===== config.mk =====
export PLATFORM = sky130hd
export DESIGN_NAME = lsa_unit
export DESIGN_NICKNAME = d
export VERILOG_FILES = /design/src/rtl/lsa_pkg.sv /design/src/rtl/lsa_align_chk.sv /design/src/rtl/lsa_lane_map.sv /design/src/rtl/lsa_load_ext.sv /design/src/rtl/lsa_unit.sv
export SDC_FILE = /design/constraint.sdc
export NUM_CORES = 1
export LEC_CHECK = 0
export BUFFER_PORTS_ARGS = -buffer_cell sky130_fd_sc_hd__buf_2
export CORE_AREA = 8 8 138 140
export CTS_BUF_LIST = sky130_fd_sc_hd__clkbuf_4 sky130_fd_sc_hd__clkbuf_8
export DETAILED_ROUTE_END_ITERATION = 12
export DIE_AREA = 0 0 146 148
export PLACE_DENSITY = 0.73
export SKIP_CTS_REPAIR_TIMING = 1
export SYNTH_ARGS = -nofsm -noshare
export SYNTH_HDL_FRONTEND = slang
export SYNTH_SLANG_ARGS = --single-unit

===== constraint.sdc =====
create_clock -name clk -period 4.6 [get_ports clk]
set_clock_uncertainty 0.1 [all_clocks]
set_input_delay 0.23 -clock clk [delete_from_list [all_inputs] [get_ports clk]]
set_output_delay 0.23 -clock clk [all_outputs]
set_load 0.03 [all_outputs]

===== src/rtl/lsa_pkg.sv =====
package lsa_pkg;
  localparam int LANES  = 8;
  localparam int DATA_W = LANES * 8;
  localparam int OFF_W  = $clog2(LANES);

  typedef enum logic [1:0] {
    SZ_B = 2'd0,
    SZ_H = 2'd1,
    SZ_W = 2'd2,
    SZ_D = 2'd3
  } acc_size_e;

  typedef struct packed {
    logic [OFF_W-1:0] lane;
    acc_size_e        size;
    logic             sext;
  } ld_ctx_t;
endpackage


===== src/rtl/lsa_align_chk.sv =====
module lsa_align_chk
  import lsa_pkg::*;
(
  input  acc_size_e        size_i,
  input  logic [OFF_W-1:0] off_i,
  output logic             misal_o
);
  logic [OFF_W-1:0] low_mask;

  always_comb begin
    unique case (size_i)
      SZ_B:    low_mask = OFF_W'(0);
      SZ_H:    low_mask = OFF_W'(1);
      SZ_W:    low_mask = OFF_W'(3);
      default: low_mask = OFF_W'(7);
    endcase
    misal_o = |(off_i & low_mask);
  end
endmodule


===== src/rtl/lsa_lane_map.sv =====
module lsa_lane_map
  import lsa_pkg::*;
(
  input  acc_size_e        size_i,
  input  logic [OFF_W-1:0] off_i,
  input  logic             big_i,
  output logic [OFF_W-1:0] lane_o,
  output logic [LANES-1:0] be_o
);
  logic [OFF_W:0] nbytes;
  logic [OFF_W:0] base_w;
  logic [OFF_W:0] top_w;

  always_comb begin
    nbytes = (OFF_W+1)'(1) << size_i;
    if (big_i) base_w = (OFF_W+1)'(LANES) - {1'b0, off_i} - nbytes;
    else       base_w = {1'b0, off_i};
    top_w  = base_w + nbytes;
    lane_o = base_w[OFF_W-1:0];
  end

  for (genvar i = 0; i < LANES; i++) begin : g_be
    assign be_o[i] = (base_w <= (OFF_W+1)'(i)) && ((OFF_W+1)'(i) < top_w);
  end
endmodule


===== src/rtl/lsa_load_ext.sv =====
module lsa_load_ext
  import lsa_pkg::*;
(
  input  logic [DATA_W-1:0] rdata_i,
  input  ld_ctx_t           ctx_i,
  output logic [DATA_W-1:0] data_o
);
  logic [DATA_W-1:0] sh;

  always_comb begin
    sh = rdata_i >> {ctx_i.lane, 3'b000};
    unique case (ctx_i.size)
      SZ_B:    data_o = {{(DATA_W-8){ctx_i.sext & sh[7]}},   sh[7:0]};
      SZ_H:    data_o = {{(DATA_W-16){ctx_i.sext & sh[15]}}, sh[15:0]};
      SZ_W:    data_o = {{(DATA_W-32){ctx_i.sext & sh[31]}}, sh[31:0]};
      default: data_o = sh;
    endcase
  end
endmodule


===== src/rtl/lsa_unit.sv =====
module lsa_unit
  import lsa_pkg::*;
#(
  parameter int ADDR_W = 32
) (
  input  logic              clk,
  input  logic              rst_n,
  input  logic              req_valid_i,
  input  logic              req_store_i,
  input  logic [1:0]        req_size_i,
  input  logic              req_signed_i,
  input  logic [ADDR_W-1:0] req_addr_i,
  input  logic [63:0]       req_wdata_i,
  input  logic              big_endian_i,
  output logic              mem_req_o,
  output logic              mem_we_o,
  output logic [ADDR_W-1:0] mem_addr_o,
  output logic [7:0]        mem_be_o,
  output logic [63:0]       mem_wdata_o,
  input  logic              mem_rvalid_i,
  input  logic [63:0]       mem_rdata_i,
  output logic              ld_valid_o,
  output logic [63:0]       ld_data_o,
  output logic              trap_o,
  output logic              flt_valid_o,
  output logic [ADDR_W-1:0] flt_addr_o,
  output logic [1:0]        flt_size_o
);
  acc_size_e         size;
  logic [OFF_W-1:0]  off;
  logic              misal;
  logic              issue;
  logic [OFF_W-1:0]  lane;
  logic [LANES-1:0]  be;
  logic [DATA_W-1:0] smask;

  ld_ctx_t           ctx_q, ctx_d;
  logic              ctx_vld_q, ctx_vld_d, ctx_en;
  logic              flt_vld_q, flt_vld_d, flt_en;
  logic [ADDR_W-1:0] flt_addr_q, flt_addr_d;
  logic [1:0]        flt_size_q, flt_size_d;

  assign size = acc_size_e'(req_size_i);
  assign off  = req_addr_i[OFF_W-1:0];

  lsa_align_chk u_align (
    .size_i (size),
    .off_i  (off),
    .misal_o(misal)
  );

  lsa_lane_map u_map (
    .size_i(size),
    .off_i (off),
    .big_i (big_endian_i),
    .lane_o(lane),
    .be_o  (be)
  );

  lsa_load_ext u_ext (
    .rdata_i(mem_rdata_i),
    .ctx_i  (ctx_q),
    .data_o (ld_data_o)
  );

  // request path
  always_comb begin
    unique case (size)
      SZ_B:    smask = DATA_W'(64'h0000_0000_0000_00FF);
      SZ_H:    smask = DATA_W'(64'h0000_0000_0000_FFFF);
      SZ_W:    smask = DATA_W'(64'h0000_0000_FFFF_FFFF);
      default: smask = '1;
    endcase
    trap_o      = req_valid_i & misal;
    issue       = req_valid_i & ~misal;
    mem_req_o   = issue;
    mem_we_o    = issue & req_store_i;
    mem_addr_o  = {req_addr_i[ADDR_W-1:OFF_W], {OFF_W{1'b0}}};
    mem_be_o    = issue ? be : '0;
    mem_wdata_o = (issue & req_store_i) ? ((req_wdata_i & smask) << {lane, 3'b000}) : '0;
  end

  // next state
  always_comb begin
    ctx_en     = issue & ~req_store_i;
    flt_en     = trap_o;
    ctx_vld_d  = ctx_en;
    flt_vld_d  = trap_o;
    ctx_d      = '{lane: lane, size: size, sext: req_signed_i};
    flt_addr_d = req_addr_i;
    flt_size_d = req_size_i;
  end

  // registers
  always_ff @(posedge clk or negedge rst_n) begin
    if (!rst_n) begin
      ctx_vld_q  <= 1'b0;
      flt_vld_q  <= 1'b0;
      ctx_q      <= '{lane: '0, size: SZ_B, sext: 1'b0};
      flt_addr_q <= '0;
      flt_size_q <= '0;
    end else begin
      ctx_vld_q <= ctx_vld_d;
      flt_vld_q <= flt_vld_d;
      if (ctx_en) ctx_q <= ctx_d;
      if (flt_en) begin
        flt_addr_q <= flt_addr_d;
        flt_size_q <= flt_size_d;
      end
    end
  end

  assign ld_valid_o  = ctx_vld_q & mem_rvalid_i;
  assign flt_valid_o = flt_vld_q;
  assign flt_addr_o  = flt_addr_q;
  assign flt_size_o  = flt_size_q;
endmodule


* Word-level counts from Yosys, hierarchy flattened
Index checks and enable logic that the tools add are counted.
** Operators by class
- Mux-type cells :: 6
- Equal/unequal tests :: 4
- Reductions and logical operators :: 11
- Shift-type cells :: 3
- Bitwise logic cells :: 12
- $lt $le $gt $ge :: 16
- Add/sub/neg operators :: 3
** Operators by type and width (number)
- $pmux 64 s3 :: 2
- $and 64x64->64 :: 1
- $mux 64 :: 1
- $shl 64x6->64 :: 1
- $shr 64x6->64 :: 1
- $le 4x3->1 const B :: 4
- $lt 3x4->1 const A :: 4
- $pmux 3 s3 :: 1
- $and 1x1->1 :: 8
- $le 4x1->1 const B :: 2
- $le 4x2->1 const B :: 2
- $logic_and 1x1->1 :: 8
- $lt 1x4->1 const A :: 2
- $lt 2x4->1 const A :: 2
- $mux 8 :: 1
- $add 4x4->4 :: 1
- $eq 2x1->1 const B :: 2
- $eq 2x2->1 const B :: 2
- $logic_not 2->1 :: 2
- $mux 4 :: 1
- $shl 1x2->4 const A :: 1
- $sub 4x3->4 const A :: 1
- $sub 4x4->4 :: 1
- $and 3x3->3 :: 1
- other kinds (2) :: 3
** Storage, ports and cells
- Input bits :: 169
- Logic and storage cells :: 62
- Flip-flop bits (word level) :: 42
- Output and inout port bits :: 207

* Depth between registers and ports, before layout
Gate-level depths: netlist of run 1.
- Depth in word-level cells :: 8
- Depth in mapped cells :: 18

* Modules after synthesis
From an unflattened synthesis of run 1, not the netlist that was laid out.
** Unflattened totals
- Cells, all modules :: 743
- Area total of the unflattened synthesis :: 6541.3 µm²
** Modules (own cells, without submodules)
- lsa_unit :: area each 3832.4 µm², times used 1, cells each 424
- lsa_load_ext :: area each 2272.2 µm², times used 1, cells each 261
- lsa_lane_map :: area each 417.9 µm², times used 1, cells each 54
- lsa_align_chk :: area each 18.8 µm², times used 1, cells each 4

* Worst setup path after synthesis of run 1
Ideal clock, no wire load.
- Path type :: in2out
- Start point :: input req_size_i[1]
- End point :: output mem_be_o[2]
- Arrival :: 4.637 ns
- Path buffers :: 5
- Required time :: 4.270 ns
- Cell stages on the path :: 18
- Slack :: -0.367 ns
- Cell sequence :: buf_2 clkbuf_1 clkbuf_1 clkbuf_1 nor2b_1 ha_1 inv_1 ha_1 inv_1 fa_1 mux2_2 inv_1 clkbuf_1 ha_1 a21oi_1 xnor2_1 nor2_1 a221oi_1
** Between the ends
- Word-level cells in the longest chain between the ends :: 7
- Elaborated cells between the ends (all ways) :: 16
** Ends and longest elaborated chain
- from (decl) :: RTL line lsa_unit.sv:10 : input logic [1:0] req_size_i,
- $shl 1x2->4 * :: RTL line lsa_lane_map.sv:15 : nbytes = (OFF_W+1)'(1) << size_i;
- $sub 4x4->4 * :: RTL line lsa_lane_map.sv:16 : if (big_i) base_w = (OFF_W+1)'(LANES) - {1'b0, off_i} - nbytes;
- $mux 4 * :: RTL line lsa_lane_map.sv:16
- net lane[2] :: RTL line lsa_unit.sv:33 : logic [OFF_W-1:0] lane;
- $add 4x4->4 :: RTL line lsa_lane_map.sv:18 : top_w = base_w + nbytes;
- $lt 2x4->1 :: RTL line lsa_lane_map.sv:23 : assign be_o[i] = (base_w <= (OFF_W+1)'(i)) && ((OFF_W+1)'(i) < top_w);
- $logic_and 1x1->1 * :: RTL line lsa_lane_map.sv:23
- $mux 8 * :: RTL line lsa_unit.sv:79 : mem_be_o = issue ? be : '0;
- to (decl) :: RTL line lsa_unit.sv:18 : output logic [7:0] mem_be_o,
Mark *: on every way through the listed nets, which the timed path passes. The rest lies on a longest branch.

* Worst setup path after layout of run 1
- Start point :: input req_size_i[0]
- End point :: output mem_be_o[0]
** Between the ends
- Word-level cells in the longest chain between the ends :: 7
- Elaborated cells between the ends (all ways) :: 16
** Ends and longest elaborated chain (RTL line)
- $shl 1x2->4, or another cell as far along :: lsa_lane_map.sv:15
- $sub 4x4->4 or $pmux 3 s3 (tied branches) :: lsa_lane_map.sv:16, lsa_align_chk.sv:11
- $mux 4 or $and 3x3->3 (tied branches) :: lsa_lane_map.sv:16, lsa_align_chk.sv:17
- $add 4x4->4 or $reduce_or 3->1 (tied branches) :: lsa_lane_map.sv:18, lsa_align_chk.sv:17
- $lt 1x4->1 or $not 1->1 (tied branches) :: lsa_lane_map.sv:23, lsa_unit.sv:75
- $logic_and 1x1->1 or $and 1x1->1 (tied branches) :: lsa_lane_map.sv:23, lsa_unit.sv:75
- $mux 8 * :: lsa_unit.sv:79
Every way passes the cells marked *; elsewhere a longest branch is shown, timed or not.

==> results of run 1 <==
-- area by class of cell --
class	instances	area (um^2)
diodes	7	17.52
clock buffers	6	76.32
clock inverters	2	37.54
fillers	1727	8832
inverters	16	60.06
multi-input cells	689	4602
flip-flops and latches	42	1055
well taps	225	281.5
repair buffers	387	1974
-- worst max-delay path: stages --
cell and delay, ps:
buf_2 170, nor2b_1 300, ha_1 290, inv_1 60, ha_1 140, inv_1 50
fa_1 480, mux2_2 300, inv_1 70, ha_1 260, a21oi_1 260, xnor2_1 120
nor2_1 450, a211oi_2 140, buf_2 220
-- sequential cells by signal, summed over array words and instances (netlist names) --
| signal | count |
|---|---|
| flt_addr_o | 32 |
| ctx_q | 6 |
| flt_size_o | 2 |
| ctx_vld_q | 1 |
| flt_valid_o | 1 |
-- stage by stage --
stage          setup slack (ps)  hold WS [ps]  std cells  total power (uW)  utilization
5_1_grt                   481.4         47.66       1374              3255       0.4785
3_5_place_dp              691.9         326.1       1359              2770       0.4707
6_report                  730.4        -22.36       1374              3064       0.4785
3_3_place_gp              784.5         323.3       1359              2756       0.4707
4_1_cts                   686.3        -2.175       1367              3068       0.4775
2_1_floorplan             45.10        -165.6        851              2156            -
-- logic make-up (layout without fill, tap and decap cells) --
group,after synthesis,after routing
buf+inv,120,411
flops,42,42
mux,143,143
fa+ha+maj,10,10
xor+xnor,6,6
compound gates,218,218
other cells,1,10
simple gates,309,309
-- layout by cell type (no fill, tap or decap), types with 2 or more instances in the layout --
master / Yosys / routed
buf_2: 27 / 372
nand2_1: 150 / 150
mux2i_1: 70 / 69
o21ai_0: 67 / 67
nor2_1: 65 / 65
mux2_2: 62 / 62
a21oi_1: 47 / 47
nand3_1: 41 / 41
dfrtp_1: 42 / 39
a31oi_1: 19 / 19
o22ai_1: 18 / 18
buf_4: 41 / 15
inv_1: 14 / 14
and2_1: 13 / 13
and3_1: 13 / 13
o21ai_1: 11 / 11
nand2b_1: 10 / 10
mux4_2: 9 / 9
nor2b_1: 9 / 9
a22oi_1: 9 / 9
ha_1: 8 / 8
diode_2: 0 / 7
o21a_1: 7 / 7
a222oi_1: 7 / 7
a22o_1: 5 / 5
xnor2_1: 5 / 5
clkbuf_8: 0 / 5
a32oi_1: 4 / 4
a221oi_2: 0 / 3
a211oi_2: 0 / 3
a211o_1: 3 / 3
conb_1: 1 / 3
dfrtp_2: 0 / 3
or2_2: 2 / 2
mux2i_4: 0 / 2
inv_2: 2 / 2
nor3_1: 2 / 2
o22a_1: 2 / 2
o32a_1: 2 / 2
fa_1: 2 / 2
-- power groups by stage --
stage                     sequential (uW)  clock, uW  combinational (uW)
after global routing                  531        316                2410
final                                 518        290                2260
after global placement                522          0                2230
after CTS                             519        300                2250
after detailed placement              524          0                2250
after floorplan                       583          0                1570
-- per-layer routing --
layer / GRT usage / vias up
met5: 0 / -
met4: 0.08964 / 0
met3: 0.05442 / 59
met2: 0.4053 / 580
met1: 0.2940 / 3617
li1: - / 3603
-- how the worst max path moves through the flow --
stage | from | cells after the start | endpoint
after floorplan | req_size_i[1] | 18 | mem_be_o[4]
after global placement | req_size_i[0] | 15 | mem_be_o[0]
after detailed placement | req_size_i[0] | 15 | mem_be_o[0]
after CTS | req_size_i[0] | 15 | mem_be_o[0]
after global routing | req_size_i[0] | 15 | mem_be_o[0]
final | req_size_i[0] | 15 | mem_be_o[0]
==> impl_metrics.yaml, run 1 <==
placed_design:
  port_buffers: 372
  dpl_cell_area_um2: 7973
  place_hpwl_mm: 22.21
  place.gp.congestion: 1.010
detailed_routing:
  dr.pass1.iters: 6
  drc: 0
  antenna_left: 0
  via_per_inst: 5.720
  vias: 7859
  wl_per_cell_um: 20.42
  met1_length_mm: 10.77
  highest_layer: "met4"
  dr_wl_met3_mm: 3.026
  finalWirelength_mm: 28.06
  first_iter_violations: 767
  wl_met2_mm: 13.44
grt:
  grt_max_degree: 75
  grt_usage: 0.2403
  antenna_found_initial: 7
  grt_pass1_vias: 7661
  gr-total-overflow: 0
  grt_pass1_wl_mm: 43.02
floorplanning:
  floorplan.die_area_um2: 21610
  fp.dieH_um: 148
  core-area_um2: 16940
  fp.dieW_um: 146
  ios: 376
  start_util: 0.3689
  num_rows: 48
synthesis:
  syn_avg_cell_area_um2: 7.358
  synth_area_um2: 6247
  ys_warn_count: 0
  yosysMostFrequentCell: "nand2_1"
  synth-seq-area-share: 0.1682
  yosys.area_share.adder: 0.02243
  async_reset_ff_frac: 1.000
  netlist-cell-type-count: 56
  synth_edf_count: 0
  synth_top_area_share: 0.1682
  synthTopCellsByArea: "dfrtp_1 (17%), mux2i_1 (11%), mux2_2 (11%)"
  synth_ff_type: "dfrtp_1"
  synth_compound_area_frac: 0.2149
  synth_common_cells: "nand2_1 (150), mux2i_1 (70), o21ai_0 (67), nor2_1 (65), mux2_2 (62)"
  synth.area.mux_share: 0.2610
  yosysTopAreaCell: "dfrtp_1"
  synth-seq-cells: 42
  netlist_instances: 849
  synth_top_family_by_area: "multiplexers"
  synth-xor-area-share: 0.008412
  synth-simple-area-share: 0.2175
worst_setup_path:
  arrival_ps: 3540
  r2r_end: "ctx_q[3]$_DFFE_PN0P_"
  path_class: "input pin to output port"
  r2r-start: "ctx_q[3]$_DFFE_PN0P_"
  critical_path.max_fanout: 8
  cp.required_ps: 4270
  r2r_slack_ps: 2910
  cp-end-kind: "output port"
  worstRegToRegCells: 3
  start_kind: "input pin"
flow_run:
  maxCapViolations: 0
cells_and_area:
  drive_gt1_frac: 0.4264
  fin_nets: 1320
  final_cell_area_um2: 8104
  syn_to_final_growth_pct: 29.72
clock_tree:
  cts.sinks: 42
  cts.htree.levels: 2
  numCtsBuffers: 5
  cts_tree: "built"
  clock_latency_ps: 280
  cts_buffer_depth: 2
  cts_root_buf: "clkbuf_8"
  clkSlewWorstSetupHoldPaths_ps: 80
power_and_ir_drop:
  net-switching-power_uw: 1729
  swShare: 0.5644
  p_comb_frac: 0.736
  vdd_drop_max_mv: 0.2382
  p_int_uw: 1335
  p_leak_uw: 0.004261
  p_seq_frac: 0.169
  powerDensity_nw_per_um2: 378.1
  clock_power_share: 0.095
sta:
  rsz0062_at_grt: "no"
  tightest_slew_ps: 1137
  setup-tns-final_ps: 0
  slew_viol_final: 0
  final_hold_viol_count: 42
  maxSlewHeadroom: 0.2401
  hold_slack_ps: -22.36
  period_share: 0.8412
  max_freq_mhz: 258.4
  fin_crit_ps: 3870
  setup_viol: 0
status:
  violations: "hold timing"
  status: "finished with violations"
hold_path:
  hold_class: "input pin to asynchronous set/reset pin"
(Power assumes the default switching activity.)
==> run 2, diff against run 1 <==
--- a/config.mk
+++ b/config.mk
@@ -5,12 +5,13 @@
 export SDC_FILE = /design/constraint.sdc
 export NUM_CORES = 1
 export LEC_CHECK = 0
+export ABC_AREA = 1
 export BUFFER_PORTS_ARGS = -buffer_cell sky130_fd_sc_hd__buf_2
-export CORE_AREA = 8 8 138 140
+export CORE_AREA = 8 8 142 144
 export CTS_BUF_LIST = sky130_fd_sc_hd__clkbuf_4 sky130_fd_sc_hd__clkbuf_8
 export DETAILED_ROUTE_END_ITERATION = 12
-export DIE_AREA = 0 0 146 148
-export PLACE_DENSITY = 0.73
+export DIE_AREA = 0 0 150 152
+export PLACE_DENSITY = 0.71
 export SKIP_CTS_REPAIR_TIMING = 1
 export SYNTH_ARGS = -nofsm -noshare
 export SYNTH_HDL_FRONTEND = slang
==> constraint.sdc (replaced) <==
create_clock -name clk -period 3.91 [get_ports clk]
set_clock_uncertainty 0.1 [all_clocks]
set_input_delay 0.1955 -clock clk [delete_from_list [all_inputs] [get_ports clk]]
set_output_delay 0.1955 -clock clk [all_outputs]
set_load 0.03 [all_outputs]
==> run 2 against run 1 <==
Effect of this change: the run still ends with hold timing left; sequential cell count did not move; critical endpoint is now mem_be_o[3]; area after synthesis rose by 12%; core utilization rose by 1.1 points; sequential power rose by 8.1%; setup slack got worse by 410 ps; hold slack got worse by 49 ps; critical path type unchanged; combinational power rose by 26%; non-clock buffer count rose by 10.
==> impl_metrics.yaml, run 2 <==
status:
  status: "finished with violations"
  violations: "hold timing"
synthesis:
  synth_top_area_share: 0.3193
  yosysMostFrequentCell: "nand2_1"
  synth_ff_type: "dfrtp_1"
  netlist-cell-type-count: 34
  synth-seq-cells: 42
  async_reset_ff_frac: 1.000
  synth_common_cells: "nand2_1 (593), nand3_1 (160), nor2_1 (101), inv_1 (86), buf_2 (57)"
  yosysTopAreaCell: "nand2_1"
  netlist_instances: 1346
  synthTopCellsByArea: "nand2_1 (32%), dfrtp_1 (15%), nand3_1 (11%)"
  synth_area_um2: 6972
  synth_edf_count: 0
  syn_avg_cell_area_um2: 5.180
  ys_warn_count: 0
  synth-seq-area-share: 0.1508
sta:
  hold_slack_ps: -71.59
  final_hold_viol_count: 49
  setup-tns-final_ps: 0
  setup_viol: 0
  fin_crit_ps: 3593
  slew_viol_final: 0
  tightest_slew_ps: 959.4
  period_share: 0.9190
  max_freq_mhz: 278.3
  maxSlewHeadroom: 0.3604
  rsz0062_at_grt: "no"
cells_and_area:
  layout_common_cells: "nand2_1 (591), buf_2 (372), nand3_1 (160), nor2_1 (100), inv_1 (86)"
  num_antenna_cells: 0
  largest_reg_flops: 32
  final_cells: 1850
  final_cell_area_um2: 8710
  register_area_um2: 1054
  syn_to_final_growth_pct: 24.93
  drive_gt1_frac: 0.2634
  final_common_cell: "nand2_1"
  multi_input_comb_area_um2: 4818
  fillers: 1959
  fin_nets: 1799
power_and_ir_drop:
  p_leak_uw: 0.005382
  p_comb_frac: 0.756
  p_seq_frac: 0.148
  powerDensity_nw_per_um2: 433.6
  clock_power_share: 0.096
  vdd_drop_max_mv: 0.3005
  net-switching-power_uw: 2292
  swShare: 0.6069
  power_uw: 3777
  p_int_uw: 1485
detailed_routing:
  first_iter_violations: 906
  drc: 0
  dr.pass1.iters: 5
  via_per_inst: 5.244
  vias: 9701
  antenna_left: 0
  finalWirelength_mm: 30.74
  wl_per_cell_um: 16.62
grt:
  grt_max_degree: 69
  gr-total-overflow: 0
  grtUsageMet2: 0.4118
  grt_pass1_vias: 9100
  top_usage_layer: "met2"
  met3_usage: 0.05940
  use_met1: 0.3183
  grt_pass1_wl_mm: 47.31
  grt_usage: 0.2492
  antenna_found_initial: 2
placed_design:
  place_hpwl_mm: 23.58
  dp_cells: 1837
  port_buffers: 372
  dpl_cell_area_um2: 8546
  place.gp.congestion: 0.9792
clock_tree:
  numCtsBuffers: 5
  cts_buffer_depth: 2
  cts_root_buf: "clkbuf_8"
  clock_latency_ps: 300
  cts.htree.levels: 2
  cts.sinks: 42
  clkSlewWorstSetupHoldPaths_ps: 90
  cts_tree: "built"
floorplanning:
  core-area_um2: 17780
  ios: 376
  start_util: 0.3921
  fp.dieH_um: 152
  floorplan.die_area_um2: 22800
  num_rows: 49
  fp.dieW_um: 150
worst_setup_path:
  r2r_slack_ps: 2630
  r2r-start: "ctx_q[4]$_DFFE_PN0P_"
  cp-end-kind: "output port"
  r2r_end: "ctx_q[4]$_DFFE_PN0P_"
  path_class: "input pin to output port"
  critical_path.max_fanout: 8
  start_kind: "input pin"
  worstRegToRegCells: 3
  crit_start: "req_size_i[0]"
  arrival_ps: 3300
  cp.required_ps: 3610
hold_path:
  hold_class: "input pin to asynchronous set/reset pin"
flow_run:
  maxCapViolations: 0
-- run 2: cell count changes in the layout (fill, tap and decap cells not counted), sizes merged, moves of 38 or more --
cell / previous run / this run
nand2: 150 / 595
nor2: 65 / 103
mux2i: 71 / 1
nand3: 42 / 162
mux2: 63 / 0
inv: 16 / 96
-- run 2: how the worst max path moves through the flow --
stage / slack [ps] / cells past startpoint / endpoint
final: 320 / 18 / mem_be_o[3]
after global routing: 50 / 17 / mem_be_o[2]
after CTS: 310 / 18 / mem_be_o[3]
after detailed placement: 320 / 18 / mem_be_o[3]
after global placement: 450 / 18 / mem_be_o[6]
after floorplan: 50 / 19 / mem_be_o[4]
-- run 2: area by class of cell --
type                    instances  area share
inverters                      96     0.04166
clock buffers                   6    0.008763
clock inverters                 2    0.004310
well taps                     229     0.03290
multi-input cells            1078      0.5532
repair buffers                397      0.2382
flip-flops and latches         42      0.1210
-- run 2: cells by family (layout without fill, tap and decap cells) --
group           after synthesis  after routing  synth area share
flops                        42             42            0.1508
fa+ha+maj                    10             10           0.02010
compound gates              160            160            0.1289
mux                           1              1          0.001436
xor+xnor                      1              1          0.001257
other cells                   1              3         0.0005379
simple gates                903            903            0.5352
buf+inv                     228            501            0.1619
-- run 2: critical path, stage by stage --
cell,delay (ps)
buf_2,170
inv_2,70
nor2_1,240
ha_1,290
inv_1,60
ha_1,130
inv_1,50
fa_1,480
o21ai_4,260
ha_1,320
nand3_1,110
nand3_1,90
inv_1,60
nand2_1,80
nand3_1,240
nand2_1,90
nor2_1,120
buf_2,230
-- run 2: through the flow --
stage | hold WS (ps) | setup slack [ps] | util
after global placement | 291.0 | 447.0 | 0.4806
after floorplan | -200.1 | 51.11 | -
after detailed placement | 298.9 | 324.5 | 0.4806
after CTS | -36.61 | 313.4 | 0.4871
after global routing | 1.137 | 51.97 | 0.4899
final | -71.59 | 316.9 | 0.4899
-- run 2: layer usage --
metal / vias to the layer above / routed length, um
met5: - / 23
met4: 4 / 559
met3: 47 / 3442
met2: 558 / 14210
met1: 4282 / 12500
li1: 4810 / -
-- run 2: power groups by stage --
stage               Clock [uW]  Combinational [uW]  Sequential [uW]
CTS                        366                2840              560
global placement             0                2830              566
global route               382                3090              569
finish                     364                2850              560
detailed placement           0                2830              568
floorplan                    0                1960              656
